$ cat config.mk
export PLATFORM = sky130hd
export DESIGN_NAME = sck_watchdog
export DESIGN_NICKNAME = d
export VERILOG_FILES = /design/src/rtl/sckwd_pkg.sv /design/src/rtl/sckwd_edges.sv /design/src/rtl/sckwd_count.sv /design/src/rtl/sck_watchdog.sv
export SDC_FILE = /design/constraint.sdc
export NUM_CORES = 1
export LEC_CHECK = 0
export ABC_AREA = 1
export CAP_MARGIN = 5
export CORE_MARGIN = 1.5
export CORE_UTILIZATION = 40
export CTS_CLUSTER_SIZE = 25
export DETAILED_ROUTE_END_ITERATION = 8
export SLEW_MARGIN = 15
export SYNTH_ARGS = -nofsm -noshare
export SYNTH_HDL_FRONTEND = slang
export SYNTH_SLANG_ARGS = --single-unit
$ cat constraint.sdc
create_clock -name clk -period 2 [get_ports clk]
set_input_delay 0.2 -clock clk [delete_from_list [all_inputs] [get_ports clk]]
set_output_delay 0.2 -clock clk [all_outputs]
set_load 0.03 [all_outputs]
$ cat src/rtl/sckwd_pkg.sv
package sckwd_pkg;

  typedef enum logic [1:0] {
    WD_LOAD = 2'd0,
    WD_HOLD = 2'd1,
    WD_DEC  = 2'd2,
    WD_FIRE = 2'd3
  } wd_act_e;

  // Priority: not running > new selection > stopped after expiry >
  // clock activity > disabled by zero reload > last count > count down.
  function automatic wd_act_e pick_action(
    input logic running,
    input logic starting,
    input logic stopped,
    input logic clk_activity,
    input logic reload_is_zero,
    input logic last_count
  );
    if (!running)            return WD_LOAD;
    else if (starting)       return WD_LOAD;
    else if (stopped)        return WD_HOLD;
    else if (clk_activity)   return WD_LOAD;
    else if (reload_is_zero) return WD_HOLD;
    else if (last_count)     return WD_FIRE;
    else                     return WD_DEC;
  endfunction

endpackage

$ cat src/rtl/sckwd_edges.sv
module sckwd_edges (
  input  logic clk,
  input  logic rst_n,
  input  logic armed,
  input  logic sck_in,
  input  logic ss_n_in,
  output logic running,
  output logic starting,
  output logic sck_toggle
);
  logic sck_prev;
  logic run_prev;

  assign running    = armed & ~ss_n_in;
  assign starting   = running & ~run_prev;
  assign sck_toggle = running & (sck_in ^ sck_prev);

  always_ff @(posedge clk or negedge rst_n) begin
    if (!rst_n) begin
      sck_prev <= 1'b0;
      run_prev <= 1'b0;
    end else begin
      sck_prev <= sck_in;
      run_prev <= running;
    end
  end
endmodule

$ cat src/rtl/sckwd_count.sv
module sckwd_count
  import sckwd_pkg::*;
#(
  parameter int CNT_W = 16
) (
  input  logic             clk,
  input  logic             rst_n,
  input  wd_act_e          action,
  input  logic [CNT_W-1:0] reload,
  output logic [CNT_W-1:0] count,
  output logic             stopped,
  output logic             last_count,
  output logic             fire
);
  localparam logic [CNT_W-1:0] ONE = CNT_W'(1);

  assign last_count = (count <= ONE);

  always_ff @(posedge clk or negedge rst_n) begin
    if (!rst_n) begin
      count   <= '0;
      stopped <= 1'b0;
      fire    <= 1'b0;
    end else begin
      fire <= 1'b0;
      unique case (action)
        WD_LOAD: begin
          count   <= reload;
          stopped <= 1'b0;
        end
        WD_HOLD: ;
        WD_DEC:  count <= count - ONE;
        WD_FIRE: begin
          count   <= '0;
          stopped <= 1'b1;
          fire    <= 1'b1;
        end
        default: ;
      endcase
    end
  end
endmodule

$ cat src/rtl/sck_watchdog.sv
module sck_watchdog
  import sckwd_pkg::*;
#(
  parameter int CNT_W = 16
) (
  input  logic             clk,
  input  logic             rst_n,
  input  logic             slave_mode,
  input  logic             wd_enable,
  input  logic             sck_sync,
  input  logic             ss_n_sync,
  input  logic [CNT_W-1:0] reload_val,
  output logic             timeout_pulse
);
  logic             armed;
  logic             running;
  logic             starting;
  logic             sck_toggle;
  logic             stopped;
  logic             last_count;
  logic [CNT_W-1:0] count;
  wd_act_e          action;
  logic             refresh;

  assign armed   = slave_mode & wd_enable;
  assign action  = pick_action(running, starting, stopped, sck_toggle,
                               (reload_val == '0), last_count);
  assign refresh = (action == WD_LOAD);

  sckwd_edges u_edges (
    .clk        (clk),
    .rst_n      (rst_n),
    .armed      (armed),
    .sck_in     (sck_sync),
    .ss_n_in    (ss_n_sync),
    .running    (running),
    .starting   (starting),
    .sck_toggle (sck_toggle)
  );

  sckwd_count #(.CNT_W(CNT_W)) u_count (
    .clk        (clk),
    .rst_n      (rst_n),
    .action     (action),
    .reload     (reload_val),
    .count      (count),
    .stopped    (stopped),
    .last_count (last_count),
    .fire       (timeout_pulse)
  );
endmodule

# Word-level counts from Yosys, hierarchy flattened
# Index checks and enable logic that the tools add are counted.
[totals] register_bits=20 input_bits=22 output_inout_bits=1
[op_classes] add_sub_neg=1 n_lt_le_gt_ge=1 n_eq_ne=2 muxes=9 bitwise_logic=7 n_reduce_logical=4
[op_table] op="$pmux W16 S3" n=1
[op_table] op="$le A16 B1 Y1 const B" n=1
[op_table] op="$logic_not A16 Y1" n=1
[op_table] op="$sub A16 B1 Y16 const B" n=1
[op_table] op="$mux W2" n=5
[op_table] op="$and A1 B1 Y1" n=4
[op_table] op="$eq A2 B2 Y1 const B" n=2
[op_table] op="$reduce_bool A3 Y1" n=1
[op_table] op="$logic_not A2 Y1" n=1
[op_table] op="$mux W1" n=2
[op_table] op="$not A1 Y1" n=2
[op_table] op="$pmux W1 S2" n=1
[op_table] op="$reduce_bool A2 Y1" n=1
[op_table] op="$xor A1 B1 Y1" n=1

# Depth between registers and ports, before layout
# Gate-level depths: netlist of run 1.
[depth] depth_word=9 depth_mapped=17

# Hierarchy
# A second synthesis of run 1 with hierarchy kept.
[unflattened] cells_unflattened=222 area_unflattened_um2=1503.9
[modules_own_cells] module="sckwd_count" instances=1 cells_each=182 area_each_um2=1293.7 seq_area_each_um2=450.4
[modules_own_cells] module="sck_watchdog" instances=1 cells_each=28 area_each_um2=117.6 seq_area_each_um2=0.0
[modules_own_cells] module="sckwd_edges" instances=1 cells_each=12 area_each_um2=92.6 seq_area_each_um2=50.0

# Worst setup path before layout of run 1
# No wires, ideal clock.
[synth_timing] path_kind="register to register" start="reg u_count.count[0]" end="reg u_count.count[11]" arrival_time_ns=1.932 required_time_ns=1.878 setup_slack_ns=-0.054 stages_incl_launch_ff=15 n_path_buf=2 synth_period_minus_slack_ns=2.054 cell_sequence="dfrtp_1 -> inv_4 -> ha_1 -> nor2_1 -> nor2_1 -> nand3_1 -> nand2_1 -> nand2_1 -> a21oi_1 -> ha_1 -> clkbuf_1 -> inv_2 -> buf_2 -> nor2_1 -> a21oi_2"
[synth_between] elab_chain_cells=9 elab_cells_between_ends=13 cone_classes="1 x add/sub; 1 x order compare; 2 x eq/ne; 7 x mux; 2 x reduce/logical"
[synth_lines] element="start: declaration" line="sckwd_count.sv:10" source="output logic [CNT_W-1:0] count,"
[synth_lines] element="start signal: assignment" line="sckwd_count.sv:28" source="count <= reload;"
[synth_lines] element="start signal: assignment" line="sckwd_count.sv:32" source="WD_DEC: count <= count - ONE;"
[synth_lines] element="$le A16 B1 Y1" line="sckwd_count.sv:17" source="assign last_count = (count <= ONE);"
[synth_lines] element="$mux W1" line="sckwd_pkg.sv:25" source="else if (last_count) return WD_FIRE;"
[synth_lines] element="$mux W2" line="sckwd_pkg.sv:24" source="else if (reload_is_zero) return WD_HOLD;"
[synth_lines] element="$mux W2" line="sckwd_pkg.sv:23" source="else if (clk_activity) return WD_LOAD;"
[synth_lines] element="$mux W2" line="sckwd_pkg.sv:22" source="else if (stopped) return WD_HOLD;"
[synth_lines] element="$mux W2" line="sckwd_pkg.sv:21" source="else if (starting) return WD_LOAD;"
[synth_lines] element="$mux W2" line="sckwd_pkg.sv:20" source="if (!running) return WD_LOAD;"
[synth_lines] element="$eq A2 B2 Y1 or $logic_not A2 Y1 (tied branches)" line="sckwd_count.sv:26" source="unique case (action)"
[synth_lines] element="$pmux W16 S3 or $reduce_bool A3 Y1 (tied branches)"
# Several ways; a longest one is shown, not always the timed one.
# A chain may end at the register's enable or synchronous reset.

# Worst setup path after layout of run 1
[layout_timing] start="reg u_count.count[1]" end="reg u_count.count[9]"
# Same word-level chain as after synthesis.

==> report_table.html, run 1 <==
<table>
<tr><th>Metric</th><th>Value</th></tr>
<tr><th colspan="2">Placed design</th></tr>
<tr><td>Number of buffer cells added on primary ports</td><td>22</td></tr>
<tr><td>Final weighted congestion of routability-driven global placement</td><td>0.841</td></tr>
<tr><td>Placed wire-length estimate after detailed placement</td><td>2.83 mm</td></tr>
<tr><td>Instance area after placement</td><td>2050 sq um</td></tr>
<tr><td>Placement Setup Slack</td><td>-0.305 ns</td></tr>
<tr><th colspan="2">Synthesis</th></tr>
<tr><td>Top-count cell post-synth</td><td>nand2_1</td></tr>
<tr><td>Count of synthesis-stage warnings from yosys</td><td>0</td></tr>
<tr><td>Mapped cell area</td><td>1480 sq um</td></tr>
<tr><td>Gate count after technology mapping</td><td>216</td></tr>
<tr><td>Ys async rst share</td><td>1.00</td></tr>
<tr><td>Library cell occupying the most area in the post-synthesis netlist</td><td>dfrtp_1</td></tr>
<tr><td>Synthesized netlist net count</td><td>243</td></tr>
<tr><td>Flops &amp; latches, synth</td><td>20</td></tr>
<tr><td>Most frequent cells after synthesis</td><td>nand2_1 (54), nor2_1 (35), inv_1 (21)</td></tr>
<tr><td>Leading post-synthesis cells by cell area</td><td>dfrtp_1 (34%), nand2_1 (14%), nor2_1 (8.9%)</td></tr>
<tr><td>Number of enable flip-flop cells after synthesis</td><td>0</td></tr>
<tr><td>Fraction of post-synthesis cell area in the top cell type by area</td><td>0.339</td></tr>
<tr><td>Fraction of the yosys area taken by sequential cells</td><td>0.339</td></tr>
<tr><td>Post-synth cell types</td><td>31</td></tr>
<tr><td>Most common flop cell mapped by yosys</td><td>dfrtp_1</td></tr>
<tr><td>Synthesized area divided by synthesized cell count</td><td>6.84 sq um</td></tr>
<tr><th colspan="2">Clock network</th></tr>
<tr><td>Cts bufs inserted</td><td>3</td></tr>
<tr><td>Level count of the clock H-tree</td><td>1</td></tr>
<tr><td>Clock tree from TritonCTS</td><td>done</td></tr>
<tr><td>Number of hold buffers added after cts</td><td>0</td></tr>
<tr><td>Root cell of the clock tree</td><td>clkbuf_8</td></tr>
<tr><td>Clk pin slew, worst setup/hold paths</td><td>0.08 ns</td></tr>
<tr><td>CTS Buffer Depth</td><td>2</td></tr>
<tr><td>Clock network latency to the later pin of the worst-skew pair</td><td>0.26 ns</td></tr>
<tr><td>Number of clock sinks</td><td>20</td></tr>
<tr><th colspan="2">Timing</th></tr>
<tr><td>Final WS setup</td><td>-0.00443 ns</td></tr>
<tr><td>Max-slew headroom</td><td>0.786</td></tr>
<tr><td>Total setup violations reported at the end of the flow</td><td>1</td></tr>
<tr><td>Final clock period utilization by the worst path</td><td>1.00</td></tr>
<tr><td>Worst clock skew</td><td>0.00362 ns</td></tr>
<tr><td>Minimum clock period</td><td>2.00 ns</td></tr>
<tr><td>Setup repair after global routing missed its margin</td><td>yes</td></tr>
<tr><td>Maximum clock rate</td><td>499 MHz</td></tr>
<tr><td>Least-Margin Pin Slew</td><td>0.320 ns</td></tr>
<tr><td>Final-report max-slew violation count</td><td>0</td></tr>
<tr><td>Final Hold Violating Endpoints</td><td>0</td></tr>
<tr><th colspan="2">Floorplan</th></tr>
<tr><td>Effective utilization at floorplan</td><td>0.429</td></tr>
<tr><td>Die Y-Extent</td><td>63.8 um</td></tr>
<tr><td>Placeable core region</td><td>3440 sq um</td></tr>
<tr><td>Io pins</td><td>23</td></tr>
<tr><td>Site Rows</td><td>21</td></tr>
<tr><td>Horiz. Die Dim</td><td>63.8 um</td></tr>
<tr><td>Area of the die</td><td>4060 sq um</td></tr>
<tr><th colspan="2">Final layout</th></tr>
<tr><td>Fin util</td><td>0.650</td></tr>
<tr><td>Synthesis-to-layout area growth</td><td>51.6%</td></tr>
<tr><td>Cell area after layout</td><td>2240 sq um</td></tr>
<tr><td>Net count of the finished layout</td><td>312</td></tr>
<tr><td>Filler cell count in the final layout</td><td>309</td></tr>
<tr><td>Share of post-route cells with drive strength above 1</td><td>0.336</td></tr>
<tr><td>Diodes inserted</td><td>0</td></tr>
<tr><th colspan="2">Detailed routing</th></tr>
<tr><td>Remaining antenna violation count</td><td>0</td></tr>
<tr><td>Overall routed net length</td><td>3.92 mm</td></tr>
<tr><td>Drt first-iter violations</td><td>80</td></tr>
<tr><td>Routed via count</td><td>1580</td></tr>
<tr><td>Routed via count divided by cell count</td><td>4.80</td></tr>
<tr><td>Number of design rule violations left after detail routing</td><td>0</td></tr>
<tr><td>Wire per inst</td><td>11.9 um</td></tr>
<tr><td>TritonRoute pass-1 iters</td><td>4</td></tr>
<tr><th colspan="2">Global routing</th></tr>
<tr><td>Remaining global-route overflow</td><td>0</td></tr>
<tr><td>Largest net degree at the start of global routing</td><td>21</td></tr>
<tr><td>Number of global-route vias before repair</td><td>1452</td></tr>
<tr><td>GRT Overall Usage</td><td>0.200</td></tr>
<tr><td>First-pass GRT wire length</td><td>6.40 mm</td></tr>
<tr><td>Number of antenna violations at the first check in global routing</td><td>0</td></tr>
<tr><th colspan="2">Worst setup path</th></tr>
<tr><td>Arrival time at the worst endpoint</td><td>2.16 ns</td></tr>
<tr><td>Cells on worst reg2reg path</td><td>14</td></tr>
<tr><td>Biggest fanout along the worst timing path</td><td>7</td></tr>
<tr><td>Critical path required time</td><td>2.15 ns</td></tr>
<tr><td>Crit Reg-Reg Startpoint</td><td>u_count.count[1]</td></tr>
<tr><td>Type of element capturing the critical path</td><td>flop</td></tr>
<tr><td>Startpoint kind of the worst setup timing path</td><td>flop</td></tr>
<tr><td>Worst Path Class, Setup</td><td>reg -&gt; reg</td></tr>
<tr><td>Register-to-register path setup slack</td><td>-0.004 ns</td></tr>
<tr><td>Capture point of the worst reg-to-reg path</td><td>u_count.count[9]</td></tr>
<tr><td>Max stage delay cell, worst path</td><td>dfrtp_1</td></tr>
<tr><td>Cells along the critical path</td><td>inv_2 -&gt; ha_4 -&gt; nor2_4 -&gt; nor2_1 -&gt; nand3_1 -&gt; nand2_1 -&gt; nand2_2 -&gt; a21oi_2 -&gt; ha_2 -&gt; inv_2 -&gt; nand2_4 -&gt; inv_4 -&gt; a21oi_1 -&gt; a21oi_2</td></tr>
<tr><td>Slowest Stage Delay on Critical Path</td><td>0.39 ns</td></tr>
<tr><th colspan="2">Outcome</th></tr>
<tr><td>Result of the run</td><td>complete, but fails checks</td></tr>
<tr><td>Violated checks</td><td>negative setup slack</td></tr>
<tr><th colspan="2">Pwr</th></tr>
<tr><td>LEAKAGE</td><td>1.06 nW</td></tr>
<tr><td>Total design power</td><td>927 uW</td></tr>
<tr><td>Max rail drop VDD</td><td>0.367 mV</td></tr>
<tr><td>Power per unit of standard cell area</td><td>414 nW/um^2</td></tr>
<tr><th colspan="2">Worst hold path</th></tr>
<tr><td>Classification of the worst-slack hold path</td><td>in -&gt; async</td></tr>
<tr><th colspan="2">Flow run</th></tr>
<tr><td>Max-cap violation count</td><td>0</td></tr>
</table>
[through the flow]
step / hold WS (ns) / setup TNS (ns) / instances
after detailed placement: 0.506 / -4.02 / 322
final: 0.277 / -0.00443 / 329
after floorplan: -0.0956 / 0 / 216
after global placement: 0.515 / -3.66 / 322
after CTS: 0.288 / -0.00540 / 325
after global routing: 0.311 / -1.26 / 329
[logic make-up (layout without fill, tap and decap cells)]
| family | Yosys count | after routing | share of synthesized area |
|---|---|---|---|
| AND/OR/NAND/NOR | 124 | 124 | 0.385 |
| AO/OA/AOI/OAI | 36 | 36 | 0.138 |
| buffers and inverters | 30 | 97 | 0.0898 |
| flip-flops | 20 | 20 | 0.339 |
| adder cells (fa/ha/maj) | 5 | 5 | 0.0424 |
| XOR/XNOR | 1 | 1 | 0.00593 |
[cell type report]
cell class              instances  area, sq um  area share
clock buffers                   3         41.3      0.0184
inverters                      25          106      0.0475
multi-input cells             166          937       0.419
flip-flops and latches         20          502       0.224
well taps                      46         57.6      0.0257
repair buffers                 68          588       0.263
repair inverters                1         6.26     0.00279
[registers in the layout, indices dropped and copies added, names as in the netlist]
name	cells
u_edges.run_prev	1
u_count.count	16
u_edges.sck_prev	1
u_count.fire	1
u_count.stopped	1
[routing by layer]
layer,GRT usage,wire (um),up-vias
met2,0.326,1920,24
met1,0.278,1840,721
li1,-,-,829
met5,0,0,-
met4,0.0489,53,0
met3,0.0335,111,6
[layout by cell type, fill, tap and decap left out, drive strengths merged, types with 2 or more instances in the layout]
master	count
nor2	44
ha	5
clkdlybuf4s50	21
a22oi	2
o21ai	8
or2	2
nand2	56
clkbuf	3
a21oi	23
dfrtp	20
buf	46
nand3	19
inv	26
[timing repair]
item,in CTS,in global routing
pin swaps,1,14
gates cloned,0,1
setup endpoints to repair,15,16
resized for setup,5,34
buffers inserted,0,3
[critical path: cells and delay by family, from the launching register on]
| kind | cells | cell delay [ns] |
|---|---|---|
| simple gates | 6 | 0.48 |
| compound gates | 3 | 0.41 |
| flops | 1 | 0.39 |
| fa+ha+maj | 2 | 0.37 |
| buf+inv | 3 | 0.24 |
[report_power, final]
group | total (mW) | switching [mW] | internal, mW | leakage, nW
logic | 0.215 | 0.0929 | 0.122 | 0.798
registers | 0.440 | 0.0160 | 0.424 | 0.239
clock network | 0.272 | 0.138 | 0.134 | 0.0216
[worst max path at each step]
stage	from	endpoint	slack, ns	cells past startpoint
after floorplan	u_count.count[0]	u_count.count[11]	0.0003	16
after global routing	u_count.count[1]	u_count.count[0]	-0.11	15
after detailed placement	reload_val[13]	u_count.count[6]	-0.30	14
after global placement	reload_val[13]	u_count.count[5]	-0.27	16
final	u_count.count[1]	u_count.count[9]	-0.004	14
after CTS	u_count.count[0]	u_count.count[5]	-0.005	14
No activity file was read; power rests on OpenSTA's default activity.
==> inputs of run 2 (changes only) <==
--- a/config.mk
+++ b/config.mk
@@ -11,6 +11,7 @@
 export CORE_UTILIZATION = 40
 export CTS_CLUSTER_SIZE = 25
 export DETAILED_ROUTE_END_ITERATION = 8
+export GPL_TIMING_DRIVEN = 0
 export SLEW_MARGIN = 15
 export SYNTH_ARGS = -nofsm -noshare
 export SYNTH_HDL_FRONTEND = slang
==> report_table.html, run 2 (synthesis results as in run 1) <==
<table>
<tr><th>Metric</th><th>Value</th></tr>
<tr><th colspan="2">Clock network</th></tr>
<tr><td>Cts bufs inserted</td><td>3 (unchanged)</td></tr>
<tr><td>Number of hold buffers added after cts</td><td>0 (unchanged)</td></tr>
<tr><td>Clock tree from TritonCTS</td><td>done</td></tr>
<tr><td>CTS Buffer Depth</td><td>2 (unchanged)</td></tr>
<tr><td>Root cell of the clock tree</td><td>clkbuf_8</td></tr>
<tr><td>Clock network latency to the later pin of the worst-skew pair</td><td>0.27 ns (about the same)</td></tr>
<tr><td>Clk pin slew, worst setup/hold paths</td><td>0.08 ns (about the same)</td></tr>
<tr><td>Level count of the clock H-tree</td><td>1 (unchanged)</td></tr>
<tr><td>Number of clock sinks</td><td>20 (unchanged)</td></tr>
<tr><th colspan="2">Pwr</th></tr>
<tr><td>Power per unit of standard cell area</td><td>417 nW/um^2 (+0.74%)</td></tr>
<tr><td>Max rail drop VDD</td><td>0.395 mV (+7.4%)</td></tr>
<tr><td>LEAKAGE</td><td>1.02 nW (-3.3%)</td></tr>
<tr><th colspan="2">Worst setup path</th></tr>
<tr><td>Type of element capturing the critical path</td><td>flop</td></tr>
<tr><td>Cell repeated most along the worst path</td><td>nand2_1</td></tr>
<tr><td>Slowest Stage Delay on Critical Path</td><td>0.46 ns (+0.07 ns)</td></tr>
<tr><td>Crit Reg-Reg Startpoint</td><td>u_count.count[9]</td></tr>
<tr><td>Worst Path Class, Setup</td><td>reg -&gt; reg</td></tr>
<tr><td>Startpoint kind of the worst setup timing path</td><td>flop</td></tr>
<tr><td>Cells along the critical path</td><td>nor2_4 -&gt; nand2_1 -&gt; nor2_1 -&gt; nand3_1 -&gt; nand2_1 -&gt; nand2_2 -&gt; a21oi_2 -&gt; ha_2 -&gt; inv_2 -&gt; nand2_4 -&gt; inv_8 -&gt; buf_12 -&gt; a21oi_4 -&gt; a21oi_1</td></tr>
<tr><td>CP startpoint</td><td>u_count.count[9]</td></tr>
<tr><td>Biggest fanout along the worst timing path</td><td>5 (-2)</td></tr>
<tr><td>Arrival time at the worst endpoint</td><td>2.16 ns (about the same)</td></tr>
<tr><td>Critical path required time</td><td>2.16 ns (about the same)</td></tr>
<tr><td>Max stage delay cell, worst path</td><td>dfrtp_2</td></tr>
<tr><td>Register-to-register path setup slack</td><td>-0.005 ns (about the same)</td></tr>
<tr><th colspan="2">Timing</th></tr>
<tr><td>Worst clock skew</td><td>0.00851 ns (+0.00489 ns)</td></tr>
<tr><td>Minimum clock period</td><td>2.00 ns (+0.000485 ns)</td></tr>
<tr><td>Total setup violations reported at the end of the flow</td><td>1 (unchanged)</td></tr>
<tr><td>Final clock period utilization by the worst path</td><td>1.00 (about the same)</td></tr>
<tr><td>Maximum clock rate</td><td>499 MHz (about the same)</td></tr>
<tr><td>Setup repair after global routing missed its margin</td><td>yes</td></tr>
<tr><td>Setup_tns</td><td>-0.00491 ns (-0.000485 ns)</td></tr>
<tr><td>Final WS setup</td><td>-0.00491 ns (-0.000485 ns)</td></tr>
<tr><td>Max-slew headroom</td><td>0.371 (-0.415)</td></tr>
<tr><td>Final-report max-slew violation count</td><td>0 (unchanged)</td></tr>
<tr><td>Final Hold Violating Endpoints</td><td>0 (unchanged)</td></tr>
<tr><td>Least-Margin Pin Slew</td><td>0.941 ns (+0.621 ns)</td></tr>
<tr><th colspan="2">Final layout</th></tr>
<tr><td>Largest register by flop count</td><td>u_count.count</td></tr>
<tr><td>Top library cells by usage in the layout, fill and taps aside</td><td>nand2_1 (46), nor2_1 (26), buf_4 (25)</td></tr>
<tr><td>Net count of the finished layout</td><td>297 (-4.8%)</td></tr>
<tr><td>Share of post-route cells with drive strength above 1</td><td>0.375 (+0.0398)</td></tr>
<tr><td>Diodes inserted</td><td>0 (unchanged)</td></tr>
<tr><td>Multi-input gate area</td><td>1050 sq um (+13%)</td></tr>
<tr><td>Area used by sequential logic in the layout</td><td>505 sq um (+0.75%)</td></tr>
<tr><td>Filler cell count in the final layout</td><td>275 (-11%)</td></tr>
<tr><td>Fin cells</td><td>315 (-4.3%)</td></tr>
<tr><td>Commonest non-fill, non-tap cell in the layout</td><td>nand2_1</td></tr>
<tr><td>Synthesis-to-layout area growth</td><td>57.0%</td></tr>
<tr><td>Max reg flops</td><td>16 (unchanged)</td></tr>
<tr><th colspan="2">Detailed routing</th></tr>
<tr><td>Routed via count divided by cell count</td><td>4.92 (+2.4%)</td></tr>
<tr><td>Overall routed net length</td><td>4.28 mm (+9.2%)</td></tr>
<tr><td>Wire per inst</td><td>13.6 um (+14%)</td></tr>
<tr><td>TritonRoute pass-1 iters</td><td>4 (unchanged)</td></tr>
<tr><td>Remaining antenna violation count</td><td>0 (unchanged)</td></tr>
<tr><td>Routed via count</td><td>1549 (-2.0%)</td></tr>
<tr><td>Drt first-iter violations</td><td>106 (+33%)</td></tr>
<tr><td>Number of design rule violations left after detail routing</td><td>0 (unchanged)</td></tr>
<tr><th colspan="2">Global routing</th></tr>
<tr><td>Global routing met2 resource utilization</td><td>0.379 (+0.0526)</td></tr>
<tr><td>First-pass GRT wire length</td><td>6.88 mm (+7.6%)</td></tr>
<tr><td>Busiest layer in global routing</td><td>met2</td></tr>
<tr><td>Number of antenna violations at the first check in global routing</td><td>0 (unchanged)</td></tr>
<tr><td>GRT Overall Usage</td><td>0.221 (+0.0202)</td></tr>
<tr><td>Fraction of met1 tracks used by global routing</td><td>0.276 (-0.00154)</td></tr>
<tr><td>Met3 capacity usage during global routing</td><td>0.0370 (+0.00352)</td></tr>
<tr><td>Number of global-route vias before repair</td><td>1516 (+4.4%)</td></tr>
<tr><td>Largest net degree at the start of global routing</td><td>21 (unchanged)</td></tr>
<tr><td>Remaining global-route overflow</td><td>0 (unchanged)</td></tr>
<tr><th colspan="2">Outcome</th></tr>
<tr><td>Violated checks</td><td>negative setup slack</td></tr>
<tr><td>Result of the run</td><td>complete, but fails checks</td></tr>
<tr><th colspan="2">Placed design</th></tr>
<tr><td>Final weighted congestion of routability-driven global placement</td><td>0.812 (-3.4%)</td></tr>
<tr><td>Number of buffer cells added on primary ports</td><td>22 (unchanged)</td></tr>
<tr><td>DP Cell Count</td><td>284 (-12%)</td></tr>
<tr><td>Placed wire-length estimate after detailed placement</td><td>2.73 mm (-3.8%)</td></tr>
<tr><th colspan="2">Floorplan</th></tr>
<tr><td>Die Y-Extent</td><td>63.8 um (unchanged)</td></tr>
<tr><td>Effective utilization at floorplan</td><td>0.429 (unchanged)</td></tr>
<tr><td>Horiz. Die Dim</td><td>63.8 um (unchanged)</td></tr>
<tr><td>Io pins</td><td>23 (unchanged)</td></tr>
<tr><td>Site Rows</td><td>21 (unchanged)</td></tr>
<tr><td>Area of the die</td><td>4060 sq um (unchanged)</td></tr>
<tr><td>Placeable core region</td><td>3440 sq um (unchanged)</td></tr>
<tr><th colspan="2">Worst hold path</th></tr>
<tr><td>Classification of the worst-slack hold path</td><td>in -&gt; reg</td></tr>
<tr><td>HP Start</td><td>sck_sync</td></tr>
<tr><th colspan="2">Flow run</th></tr>
<tr><td>Max-cap violation count</td><td>0 (unchanged)</td></tr>
</table>
-- run 2: cell count changes in the layout (fill, tap and decap cells not counted), sizes merged --
cell	delta
buf	-14
clkbuf	+1
dlygate4sd2	+1
dlymetal6s2s	-1
inv	-1
-- run 2: worst paths after layout --
path / to / cells past startpoint
max in group asynchronous: u_count.count[8] / 1
min: u_edges.sck_prev / 1
max: u_count.count[14] / 14
max reg2reg: u_count.count[14] / 14
min in group asynchronous: u_count.count[6] / 1
min reg2reg: u_count.stopped / 2
-- run 2: final cells by class --
type,instances,share of cell area
Buffer,5,0.0372
Clock buffer,4,0.0237
Inverter,25,0.0491
Multi-Input combinational cell,166,0.455
Sequential cell,20,0.218
Tap cell,46,0.0248
Timing Repair Buffer,49,0.192
-- run 2: worst max-delay path: cells and delay by family, from the launching register on --
kind                       cells  cell delay [ns]
DFF                            1             0.46
buffers and inverters          3             0.24
adders and majority gates      1             0.21
and+or+nand+nor                7             0.63
AOI/OAI and AO/OA              3             0.34
-- run 2: what timing repair did --
action                                  in CTS  in global routing
resized for setup                           49                 34
gates cloned                                 1                  0
setup buffers                               20                  6
pin swaps                                   14                 16
endpoints found under the setup margin      16                 16
hold endpoints to repair                     0                  0
-- run 2: stage by stage --
step	worst slack, ns	utilization	cell area, sq um	power (mW)	hold slack [ns]
after floorplan	0.000345	-	1480	0.523	-0.0956
after global placement	-0.478	0.510	1760	0.594	0.498
after detailed placement	-0.499	0.510	1760	0.595	0.513
after CTS	-0.0308	0.626	2150	0.950	0.427
after global routing	-0.130	0.674	2320	1.02	0.429
final	-0.00491	0.674	2320	0.967	0.422
-- run 2: power breakdown --
part	switching (mW)	internal, mW
Combinational	0.0918	0.108
Sequential	0.0255	0.425
Clock	0.142	0.176
-- run 2: layer usage --
layer  routed length, um  part of all wire  vias up
met4                  87             0.020        0
met2                2090              0.49       42
met1                1860              0.43      704
met3                 242             0.057        8
met5                   0                 0        -
li1                    -                 -      795
==> inputs of run 3 (changes only) <==
--- a/config.mk
+++ b/config.mk
@@ -8,7 +8,7 @@
 export ABC_AREA = 1
 export CAP_MARGIN = 5
 export CORE_MARGIN = 1.5
-export CORE_UTILIZATION = 40
+export CORE_UTILIZATION = 32
 export CTS_CLUSTER_SIZE = 25
 export DETAILED_ROUTE_END_ITERATION = 8
 export GPL_TIMING_DRIVEN = 0
==> report_table.html, run 3 (synthesis results as in run 1) <==
<table>
<tr><th>Metric</th><th>Value</th></tr>
<tr><th colspan="2">Final layout</th></tr>
<tr><td>Diodes inserted</td><td>0 (unchanged)</td></tr>
<tr><td>Fin cells</td><td>313 (-0.63%)</td></tr>
<tr><td>Filler cell count in the final layout</td><td>410 (+49%)</td></tr>
<tr><td>Commonest non-fill, non-tap cell in the layout</td><td>nand2_1</td></tr>
<tr><td>Net count of the finished layout</td><td>289 (-2.7%)</td></tr>
<tr><td>Share of post-route cells with drive strength above 1</td><td>0.322 (-0.0536)</td></tr>
<tr><td>Largest register by flop count</td><td>u_count.count</td></tr>
<tr><td>Synthesis-to-layout area growth</td><td>49.7%</td></tr>
<tr><td>Fin util</td><td>0.504 (-0.170)</td></tr>
<tr><td>Max reg flops</td><td>16 (unchanged)</td></tr>
<tr><td>Top library cells by usage in the layout, fill and taps aside</td><td>nand2_1 (49), nor2_1 (29), clkdlybuf4s50_1 (22)</td></tr>
<tr><td>Cell area after layout</td><td>2210 sq um (-4.7%)</td></tr>
<tr><th colspan="2">Pwr</th></tr>
<tr><td>Max rail drop VDD</td><td>0.349 mV (-11%)</td></tr>
<tr><td>Power per unit of standard cell area</td><td>480 nW/um^2 (+15%)</td></tr>
<tr><td>Total design power</td><td>1.06 mW (+9.6%)</td></tr>
<tr><td>LEAKAGE</td><td>0.984 nW (-3.9%)</td></tr>
<tr><th colspan="2">Timing</th></tr>
<tr><td>Least-Margin Pin Slew</td><td>1.00 ns (+0.0603 ns)</td></tr>
<tr><td>Final WS setup</td><td>-0.0690 ns (-0.0641 ns)</td></tr>
<tr><td>Setup repair after global routing missed its margin</td><td>yes</td></tr>
<tr><td>Worst clock skew</td><td>0.00878 ns (+0.000274 ns)</td></tr>
<tr><td>Setup_tns</td><td>-0.470 ns (-0.465 ns)</td></tr>
<tr><td>Max-slew headroom</td><td>0.330 (-0.0403)</td></tr>
<tr><td>Final clock period utilization by the worst path</td><td>1.03 (+0.0321)</td></tr>
<tr><td>Final Hold Violating Endpoints</td><td>0 (unchanged)</td></tr>
<tr><td>Minimum hold slack</td><td>0.408 ns (-0.0134 ns)</td></tr>
<tr><td>Final-report max-slew violation count</td><td>0 (unchanged)</td></tr>
<tr><td>Minimum clock period</td><td>2.07 ns (+0.0641 ns)</td></tr>
<tr><td>Total setup violations reported at the end of the flow</td><td>12 (+11)</td></tr>
<tr><td>Maximum clock rate</td><td>483 MHz (-3.1%)</td></tr>
<tr><th colspan="2">Outcome</th></tr>
<tr><td>Result of the run</td><td>complete, but fails checks</td></tr>
<tr><td>Violated checks</td><td>negative setup slack</td></tr>
<tr><th colspan="2">Placed design</th></tr>
<tr><td>Placement Setup Slack</td><td>-0.463 ns (+0.0358 ns)</td></tr>
<tr><td>Instance area after placement</td><td>1760 sq um (+0.43%)</td></tr>
<tr><td>DP Cell Count</td><td>290 (+2.1%)</td></tr>
<tr><td>Final weighted congestion of routability-driven global placement</td><td>0.797 (-1.9%)</td></tr>
<tr><td>Number of buffer cells added on primary ports</td><td>22 (unchanged)</td></tr>
<tr><td>Placed wire-length estimate after detailed placement</td><td>2.83 mm (+3.9%)</td></tr>
<tr><th colspan="2">Clock network</th></tr>
<tr><td>Clk pin slew, worst setup/hold paths</td><td>0.09 ns (about the same)</td></tr>
<tr><td>Clock tree from TritonCTS</td><td>done</td></tr>
<tr><td>Number of clock sinks</td><td>20 (unchanged)</td></tr>
<tr><td>Cts bufs inserted</td><td>3 (unchanged)</td></tr>
<tr><td>Clock network latency to the later pin of the worst-skew pair</td><td>0.27 ns (about the same)</td></tr>
<tr><td>CTS Buffer Depth</td><td>2 (unchanged)</td></tr>
<tr><td>Number of hold buffers added after cts</td><td>0 (unchanged)</td></tr>
<tr><td>Level count of the clock H-tree</td><td>1 (unchanged)</td></tr>
<tr><td>Root cell of the clock tree</td><td>clkbuf_8</td></tr>
<tr><th colspan="2">Worst setup path</th></tr>
<tr><td>Critical path required time</td><td>2.17 ns (about the same)</td></tr>
<tr><td>Max stage delay cell, worst path</td><td>dfrtp_2</td></tr>
<tr><td>Cell repeated most along the worst path</td><td>a21oi_2</td></tr>
<tr><td>Arrival time at the worst endpoint</td><td>2.24 ns (+0.08 ns)</td></tr>
<tr><td>Biggest fanout along the worst timing path</td><td>7 (+2)</td></tr>
<tr><td>Type of element capturing the critical path</td><td>flop</td></tr>
<tr><td>Slowest Stage Delay on Critical Path</td><td>0.46 ns (about the same)</td></tr>
<tr><td>Total buffers and inverters traversed by the critical path</td><td>4 (+1)</td></tr>
<tr><td>Worst Path Class, Setup</td><td>reg -&gt; reg</td></tr>
<tr><td>Startpoint kind of the worst setup timing path</td><td>flop</td></tr>
<tr><td>Cells along the critical path</td><td>inv_4 -&gt; ha_4 -&gt; nor2_2 -&gt; nor2_1 -&gt; nand3_1 -&gt; nand2_1 -&gt; nand2_2 -&gt; a21oi_4 -&gt; ha_2 -&gt; inv_2 -&gt; nand2_4 -&gt; inv_8 -&gt; buf_8 -&gt; a21oi_2 -&gt; a21oi_2</td></tr>
<tr><td>Top delay family on crit path</td><td>simple AND/OR/NAND/NOR gates</td></tr>
<tr><th colspan="2">Global routing</th></tr>
<tr><td>GRT Overall Usage</td><td>0.180 (-0.0406)</td></tr>
<tr><td>Largest net degree at the start of global routing</td><td>21 (unchanged)</td></tr>
<tr><td>Number of antenna violations at the first check in global routing</td><td>0 (unchanged)</td></tr>
<tr><td>Remaining global-route overflow</td><td>0 (unchanged)</td></tr>
<tr><td>Number of global-route vias before repair</td><td>1546 (+2.0%)</td></tr>
<tr><td>First-pass GRT wire length</td><td>7.20 mm (+4.6%)</td></tr>
<tr><th colspan="2">Detailed routing</th></tr>
<tr><td>Wire per inst</td><td>13.9 um (+2.6%)</td></tr>
<tr><td>Remaining antenna violation count</td><td>0 (unchanged)</td></tr>
<tr><td>Overall routed net length</td><td>4.36 mm (+2.0%)</td></tr>
<tr><td>Drt first-iter violations</td><td>96 (-9.4%)</td></tr>
<tr><td>Routed via count</td><td>1548 (-0.065%)</td></tr>
<tr><td>Routed via count divided by cell count</td><td>4.95 (+0.57%)</td></tr>
<tr><td>Number of design rule violations left after detail routing</td><td>0 (unchanged)</td></tr>
<tr><td>TritonRoute pass-1 iters</td><td>4 (unchanged)</td></tr>
<tr><th colspan="2">Floorplan</th></tr>
<tr><td>Die Y-Extent</td><td>70.9 um (+11%)</td></tr>
<tr><td>Area of the die</td><td>5030 sq um (+24%)</td></tr>
<tr><td>Io pins</td><td>23 (unchanged)</td></tr>
<tr><td>Site Rows</td><td>24 (+14%)</td></tr>
<tr><td>Placeable core region</td><td>4380 sq um (+27%)</td></tr>
<tr><td>Effective utilization at floorplan</td><td>0.337 (-0.0922)</td></tr>
<tr><td>Horiz. Die Dim</td><td>70.9 um (+11%)</td></tr>
<tr><th colspan="2">Worst hold path</th></tr>
<tr><td>Classification of the worst-slack hold path</td><td>in -&gt; reg</td></tr>
<tr><th colspan="2">Flow run</th></tr>
<tr><td>Max-cap violation count</td><td>0 (unchanged)</td></tr>
</table>
==> run 3: changes by cell type in the layout (fill, tap and decap cells not counted), moves of 2 or more <==
cell,previous run,this run
o21ai_1,5,3
nand2_2,8,5
a21oi_4,5,2
nand2_1,46,49
a21oi_1,7,9
nor2_4,5,2
buf_8,1,4
nor2_1,26,29
buf_12,3,0
buf_4,25,16
==> run 3: area by class of cell <==
cell class,instances,area (sq um),area share
Buffer,5,67.6,0.0306
Clock inverter,1,30.0,0.0136
Multi-Input combinational cell,166,996,0.451
Timing Repair Buffer,41,392,0.177
Sequential cell,20,504,0.228
Inverter,25,114,0.0515
Clock buffer,3,41.3,0.0187
Tap cell,52,65.1,0.0294
==> run 3: power breakdown <==
part | switching, mW | leakage, nW | internal [mW] | total [mW]
registers | 0.0219 | 0.237 | 0.424 | 0.446
logic | 0.0868 | 0.712 | 0.0928 | 0.180
clock network | 0.167 | 0.0357 | 0.268 | 0.434
==> run 3: worst register-to-register path: stages (launching register included) <==
cell,delay [ns]
dfrtp_2,0.46
inv_4,0.08
ha_4,0.14
nor2_2,0.04
nor2_1,0.09
nand3_1,0.10
nand2_1,0.09
nand2_2,0.08
a21oi_4,0.15
ha_2,0.21
inv_2,0.05
nand2_4,0.09
inv_8,0.05
buf_8,0.14
a21oi_2,0.15
a21oi_2,0.06
==> run 3: worst paths after layout <==
| kind | from | endpoint | slack [ns] | depth (start not counted) |
|---|---|---|---|---|
| worst max register to register | u_count.count[0] | u_count.count[15] | -0.07 | 15 |
| worst min-delay path | sck_sync | u_edges.sck_prev | 0.41 | 1 |
| min in group asynchronous | rst_n | u_count.stopped | 0.47 | 1 |
| max in group asynchronous | rst_n | u_count.count[0] | 0.85 | 1 |
| worst max-delay path | u_count.count[0] | u_count.count[15] | -0.07 | 15 |
| worst min register to register | u_count.count[5] | u_count.count[5] | 0.56 | 1 |
==> run 3: repair_timing <==
item / in CTS / in global routing
resized for setup: 38 / 26
cloned: 1 / 1
setup buffers: 17 / 1
setup endpoints to repair: 16 / 17
pin swaps: 9 / 16
==> run 3: per-layer routing <==
metal  GRT usage  wire (um)  vias to the layer above  part of all wire
met5           0          0                        -                 0
met4      0.0440         90                        0             0.021
met3      0.0328        175                        8             0.040
met2       0.296       2070                       38              0.47
met1       0.246       2030                      717              0.46
li1            -          -                      785                 -
